File: src/rtl/avd_pkg.sv
package avd_pkg;
  localparam int NS = 4;

  function automatic logic [1:0] branch_label(input logic [1:0] st, input logic u);
    return {u ^ st[1] ^ st[0], u ^ st[0]};
  endfunction

  function automatic logic [1:0] bit_dist(input logic [1:0] a, input logic [1:0] b);
    logic [1:0] d;
    d = a ^ b;
    return {d[1] & d[0], d[1] ^ d[0]};
  endfunction
endpackage

File: src/rtl/avd_acs.sv
module avd_acs import avd_pkg::*; #(
  parameter int MW   = 8,
  parameter int HL   = 16,
  parameter int SIDX = 0
)(
  input  logic [1:0]    rx_sym,
  input  logic [MW-1:0] pm_lo,
  input  logic [MW-1:0] pm_hi,
  input  logic          ok_lo,
  input  logic          ok_hi,
  input  logic [HL-1:0] hist_lo,
  input  logic [HL-1:0] hist_hi,
  output logic [MW-1:0] cand,
  output logic          cand_ok,
  output logic [HL-1:0] cand_hist
);
  localparam logic [1:0] PRED_LO = 2'((SIDX % 2) * 2);
  localparam logic [1:0] PRED_HI = 2'((SIDX % 2) * 2 + 1);
  localparam logic       UBIT    = 1'(SIDX / 2);

  logic [1:0]    bm_lo, bm_hi;
  logic [MW:0]   raw_lo, raw_hi;
  logic [MW-1:0] sum_lo, sum_hi;
  logic          take_lo;
  logic [HL-1:0] hist_sel;

  assign bm_lo  = bit_dist(rx_sym, branch_label(PRED_LO, UBIT));
  assign bm_hi  = bit_dist(rx_sym, branch_label(PRED_HI, UBIT));
  assign raw_lo = {1'b0, pm_lo} + (MW+1)'(bm_lo);
  assign raw_hi = {1'b0, pm_hi} + (MW+1)'(bm_hi);
  assign sum_lo = raw_lo[MW] ? {MW{1'b1}} : raw_lo[MW-1:0];
  assign sum_hi = raw_hi[MW] ? {MW{1'b1}} : raw_hi[MW-1:0];

  assign take_lo   = ok_lo && (!ok_hi || (sum_lo <= sum_hi));
  assign cand      = take_lo ? sum_lo : sum_hi;
  assign cand_ok   = ok_lo | ok_hi;
  assign hist_sel  = take_lo ? hist_lo : hist_hi;
  assign cand_hist = {hist_sel[HL-2:0], UBIT};
endmodule

File: src/rtl/avd_prune.sv
module avd_prune #(
  parameter int MW   = 8,
  parameter int TW   = 4,
  parameter int NMAX = 4,
  parameter int NS   = 4
)(
  input  logic                  clk,
  input  logic                  rst,
  input  logic                  step,
  input  logic [TW-1:0]         thr_cfg,
  input  logic [MW-1:0]         dm,
  input  logic [NS-1:0][MW-1:0] cand,
  input  logic [NS-1:0]         cand_ok,
  output logic [NS-1:0]         keep,
  output logic [NS-1:0][MW-1:0] norm,
  output logic [$clog2(NS)-1:0] best
);
  localparam int NLV = (1 << TW) / 2 + 1;
  localparam int LW  = MW + TW;
  localparam int CW  = 8;
  localparam int SW  = $clog2(NS);
  localparam logic [CW-1:0] NMAX_V = CW'(NMAX);

  logic [NLV-1:0][NS-1:0] pass_lv;
  logic [NLV-1:0][CW-1:0] cnt_lv;
  logic [NS-1:0]          chosen;
  logic                   found;
  logic                   have;
  logic [MW-1:0]          best_m;

  for (genvar k = 0; k < NLV; k++) begin : g_lv
    logic [TW:0] thr_k;
    assign thr_k = ({1'b0, thr_cfg} > (TW+1)'(2 * k)) ? ({1'b0, thr_cfg} - (TW+1)'(2 * k)) : '0;
    for (genvar s = 0; s < NS; s++) begin : g_st
      assign pass_lv[k][s] = cand_ok[s] && (LW'(cand[s]) < (LW'(dm) + LW'(thr_k)));
    end
    assign cnt_lv[k] = CW'($countones(pass_lv[k]));
  end

  always_comb begin
    chosen = '0;
    found  = 1'b0;
    for (int k = 0; k < NLV; k++) begin
      if (!found && (cnt_lv[k] < NMAX_V)) begin
        chosen = pass_lv[k];
        found  = 1'b1;
      end
    end
  end

  always_comb begin
    have   = 1'b0;
    best   = '0;
    best_m = '0;
    for (int s = 0; s < NS; s++) begin
      if (cand_ok[s] && (!have || (cand[s] < best_m))) begin
        have   = 1'b1;
        best   = SW'(s);
        best_m = cand[s];
      end
    end
  end

  assign keep = (chosen != '0) ? chosen : (have ? (NS'(1) << best) : '0);

  for (genvar s = 0; s < NS; s++) begin : g_norm
    assign norm[s] = cand[s] - dm;

    // a state kept alongside others passed the configured threshold
    a_r6_threshold: assert property (@(posedge clk) disable iff (rst)
      step && keep[s] && ($countones(keep) > 1) |-> (LW'(cand[s]) < (LW'(dm) + LW'(thr_cfg))));
  end

  a_r7_cap: assert property (@(posedge clk) disable iff (rst)
    step |-> (($countones(keep) < NMAX) || ($countones(keep) == 1)));

  a_r8_nonempty: assert property (@(posedge clk) disable iff (rst)
    step && (cand_ok != '0) |-> (keep != '0) && ((keep & ~cand_ok) == '0));
endmodule

File: src/rtl/avit_decoder.sv
module avit_decoder import avd_pkg::*; #(
  parameter int MW   = 8,
  parameter int HL   = 16,
  parameter int TW   = 4,
  parameter int NMAX = 4
)(
  input  logic          clk,
  input  logic          rst,
  input  logic [TW-1:0] thr_cfg,
  input  logic          in_valid,
  output logic          in_ready,
  input  logic [1:0]    in_sym,
  output logic          out_valid,
  input  logic          out_ready,
  output logic          out_bit
);
  localparam int SW = $clog2(NS);
  localparam int FW = $clog2(HL);
  localparam logic [FW-1:0] FILL_LAST = FW'(HL - 1);

  logic [NS-1:0][MW-1:0] pm_q, cand, norm;
  logic [NS-1:0]         ok_q, cand_ok, keep;
  logic [NS-1:0][HL-1:0] hist_q, cand_hist;
  logic [FW-1:0]         fill_q;
  logic [SW-1:0]         best;
  logic [MW-1:0]         dm;
  logic                  step;
  logic                  ov_q, ob_q;

  assign in_ready  = !ov_q || out_ready;
  assign step      = in_valid && in_ready;
  assign out_valid = ov_q;
  assign out_bit   = ob_q;

  always_comb begin
    dm = {MW{1'b1}};
    for (int s = 0; s < NS; s++) begin
      if (ok_q[s] && (pm_q[s] < dm)) dm = pm_q[s];
    end
  end

  for (genvar g = 0; g < NS; g++) begin : g_acs
    localparam int PLO = (g % 2) * 2;
    localparam int PHI = PLO + 1;
    avd_acs #(.MW(MW), .HL(HL), .SIDX(g)) u_acs (
      .rx_sym    (in_sym),
      .pm_lo     (pm_q[PLO]),
      .pm_hi     (pm_q[PHI]),
      .ok_lo     (ok_q[PLO]),
      .ok_hi     (ok_q[PHI]),
      .hist_lo   (hist_q[PLO]),
      .hist_hi   (hist_q[PHI]),
      .cand      (cand[g]),
      .cand_ok   (cand_ok[g]),
      .cand_hist (cand_hist[g])
    );
  end

  avd_prune #(.MW(MW), .TW(TW), .NMAX(NMAX), .NS(NS)) u_prune (
    .clk     (clk),
    .rst     (rst),
    .step    (step),
    .thr_cfg (thr_cfg),
    .dm      (dm),
    .cand    (cand),
    .cand_ok (cand_ok),
    .keep    (keep),
    .norm    (norm),
    .best    (best)
  );

  always_ff @(posedge clk) begin
    if (rst) begin
      pm_q   <= '0;
      ok_q   <= NS'(1);
      hist_q <= '0;
      fill_q <= '0;
      ov_q   <= 1'b0;
      ob_q   <= 1'b0;
    end else begin
      if (step) begin
        for (int s = 0; s < NS; s++) pm_q[s] <= keep[s] ? norm[s] : '0;
        ok_q   <= keep;
        hist_q <= cand_hist;
        if (fill_q != FILL_LAST) fill_q <= fill_q + 1'b1;
      end
      if (step && (fill_q == FILL_LAST)) begin
        ov_q <= 1'b1;
        ob_q <= cand_hist[best][HL-1];
      end else if (out_ready) begin
        ov_q <= 1'b0;
      end
    end
  end

  a_r10_hold: assert property (@(posedge clk) disable iff (rst)
    ov_q && !out_ready |=> ov_q && $stable(ob_q));

  a_r10_frozen: assert property (@(posedge clk) disable iff (rst)
    ov_q && !out_ready |=> $stable(pm_q) && $stable(ok_q) && $stable(hist_q));

  a_r8_alive: assert property (@(posedge clk) disable iff (rst) ok_q != '0);

  a_r4_after_step: assert property (@(posedge clk) disable iff (rst)
    $rose(ov_q) |-> $past(step));

  for (genvar s = 0; s < NS; s++) begin : g_chk
    // stored costs stay clear of saturation
    a_r9_no_overflow: assert property (@(posedge clk) disable iff (rst)
      ok_q[s] |-> (pm_q[s] != {MW{1'b1}}));
  end
endmodule

File: config.mk
export PLATFORM = sky130hd
export DESIGN_NAME = avit_decoder
export DESIGN_NICKNAME = d
export VERILOG_FILES = /design/src/rtl/avd_pkg.sv /design/src/rtl/avd_acs.sv /design/src/rtl/avd_prune.sv /design/src/rtl/avit_decoder.sv
export SDC_FILE = /design/constraint.sdc
export NUM_CORES = 1
export LEC_CHECK = 0
export BUFFER_PORTS_ARGS = -buffer_cell sky130_fd_sc_hd__buf_2
export CAP_MARGIN = 20
export CORE_ASPECT_RATIO = 1.5
export CORE_MARGIN = 5
export CORE_UTILIZATION = 72
export DETAILED_ROUTE_END_ITERATION = 7
export GPL_TIMING_DRIVEN = 0
export PLACE_DENSITY_LB_ADDON = 0.3
export SLEW_MARGIN = 25
export SYNTH_ARGS = -nofsm -noshare
export SYNTH_HDL_FRONTEND = slang
export SYNTH_SLANG_ARGS = --single-unit
File: constraint.sdc
create_clock -name clk -period 22.4 [get_ports clk]
set_input_delay 3.36 -clock clk [delete_from_list [all_inputs] [get_ports clk]]
set_output_delay 3.36 -clock clk [all_outputs]
set_load 0.01 [all_outputs]
==> impl_metrics.ini <==
[timing]
relSlewSlack_pct = 24.9
rsz0062_at_grt = no
maxSlewViolCount = 0
finalHoldViolCount = 0
finClkSkew_ns = 0.0126
period_needed_ns = 19.15
setup_viol = 0
worstMarginPinSlew_ns = 1.12
setup_tns_ns = 0
period_share_pct = 85.5
max_freq_mhz = 52.2

[placement]
numPortBuffers = 12
gp_congestion = 1.10
dp_cells = 2721
hpwl_um = 55800

[logic_synthesis]
synthCells = 2362
synth_ff_type = dfxtp_1
syn_area_per_cell_um2 = 7.76
yosys.cell_types.count = 92
async_flop_share_pct = 0
synth_edf_count = 0
synth_area_mm2 = 0.0183
yosysSeqAreaShare_pct = 10.6
synth_top_area_cell = ha_1
synth_seq_cells = 97
synth_top_area_share_pct = 27.8
yosysWarnings = 0
synth_area_leaders = ha_1 (28%), dfxtp_1 (11%), a21oi_1 (4.8%), nor2_1 (4.8%), nand2_1 (4.0%)

[route]
first_pass_iters = 8
vias_per_cell = 7.47
vias = 20500
drc_errors = 2
wl_per_cell_um = 27.0
wirelength_um = 73900
drt_iter0_markers = 2380
postRouteAntennaNets = 0

[cts]
clockBufferDepth = 2
cts-buffers-inserted = 9
cts_root_buf = clkbuf_16
cts_max_level = 3
holdBufCountCts = 0
cts_resized = 0
clock_latency_ns = 0.37
cts_setup_buffers = 0
cts_sinks = 97
tritoncts = done
path_clk_slew_ns = 0.08

[grt]
overflow = 0
antenna_found_initial = 2
grt_use_total_pct = 49.7
grt_pass1_wl_um = 111000
grt_max_degree = 20
grt_pass1_vias = 20300

[setup_path]
endpoint_kind = flop
cp_data_arrival_time_ns = 19.38
crit_fanout = 15
startpoint = ok_q[0]
critPathKind = reg2reg
timing.rr.start = ok_q[0]
crit_path_start_kind = flop
worstPathRequired_ns = 22.63
max_stage_delay_ns = 0.84
critPathSlowestCell = a2111oi_0

[flow_run]
drv_cap = 0

[finish]
layout_common_cells = ha_1 (407), nor2_1 (232), nand2_1 (196)
final_common_cell = ha_1
final_cells = 2740
layout-drive-gt1-share_pct = 5.85
area_delta_synth_final_pct = 7.23
final_nets = 2841

[worst_hold_path]
hold_path.class = reg2reg
hold_start = hist_q[49]

[floorplan]
die_h_um = 205
die-area_mm2 = 0.0288
design.core.area_mm2 = 0.0251
row_count = 71
io_pins = 13
initial_core_util_pct = 72.9
die_w_um = 140

[status]
status = finished, violations left
violations = DRC
-- sequential cells by signal (all words and copies together), names as in the netlist --
name,flops
ok_q,4
out_valid,1
out_bit,1
hist_q,55
fill_q,4
pm_q,32
-- routing by layer --
layer  track usage, %  up-vias  routed length (um)
li1                 -     8868                   -
met1             51.0     9424               23900
met2             79.1     1495               32000
met3             15.7      679                8910
met4             47.5        0                9030
met5                0        -                   0
-- per-stage QoR --
stage	util, %	hold slack (ns)	instance area (um2)	setup slack [ns]
after global placement	74.8	0.453	18800	1.86
after detailed placement	76.9	0.463	19300	4.52
final	78.2	0.481	19700	3.25
after global routing	78.1	0.497	19600	3.10
after CTS	78.1	0.481	19600	4.43
after floorplan	-	0.440	18300	8.14
-- cell families after synthesis --
family | after synthesis | share of synthesized area, %
adder cells (fa/ha/maj) | 434 | 30.4
XOR/XNOR | 93 | 4.44
flip-flops | 97 | 10.6
multiplexers | 85 | 4.79
AND/OR/NAND/NOR | 709 | 18.1
other | 1 | 0.0205
buffers and inverters | 215 | 4.58
AO/OA/AOI/OAI | 728 | 27.1
-- layout make-up --
| cell class | count | area (um2) |
|---|---|---|
| Sequential cell | 97 | 1940 |
| Multi-Input combinational cell | 2052 | 15800 |
| Inverter | 116 | 435 |
| Fill cell | 1804 | 5490 |
| Timing Repair Buffer | 29 | 305 |
| Clock buffer | 10 | 239 |
| Clock inverter | 6 | 65.1 |
| Tap cell | 328 | 410 |
| Buffer | 99 | 408 |
| Antenna cell | 3 | 7.51 |
-- synth_stat cells (16+ instances only) --
cell type,instances
nor3_1,35
nand2_1,196
o31ai_1,18
dfxtp_1,97
o21bai_1,20
o21ai_0,113
o21a_1,39
a31oi_1,37
nor2b_1,33
mux2i_1,69
a21o_1,86
nand3_1,74
a21oi_1,176
inv_1,114
fa_1,20
xnor2_1,47
nor2_1,232
o211ai_1,17
nand2b_1,25
a211oi_1,72
xor2_1,46
nand4_1,16
clkbuf_1,77
ha_1,407
-- critical path: cells and delay by family, from the launching register on --
family	cells	cell delay, ns
AOI/OAI and AO/OA	21	5.81
and+or+nand+nor	21	5.40
buffers and inverters	10	3.68
adders and majority gates	6	2.20
muxes	3	1.17
DFF	1	0.49
xor gates and xnor gates	1	0.22
-- path summary, 6_finish.rpt --
check / to / slack (ns) / depth (start not counted)
setup reg to reg: ok_q[0] / 3.25 / 62
hold reg to reg: hist_q[49] / 0.48 / 2
setup / recovery: ok_q[0] / 3.25 / 62
hold / removal: hist_q[49] / 0.48 / 2
Power is not shown: default switching activity piles up to over one toggle a cycle in this logic, so the estimate is an artifact.
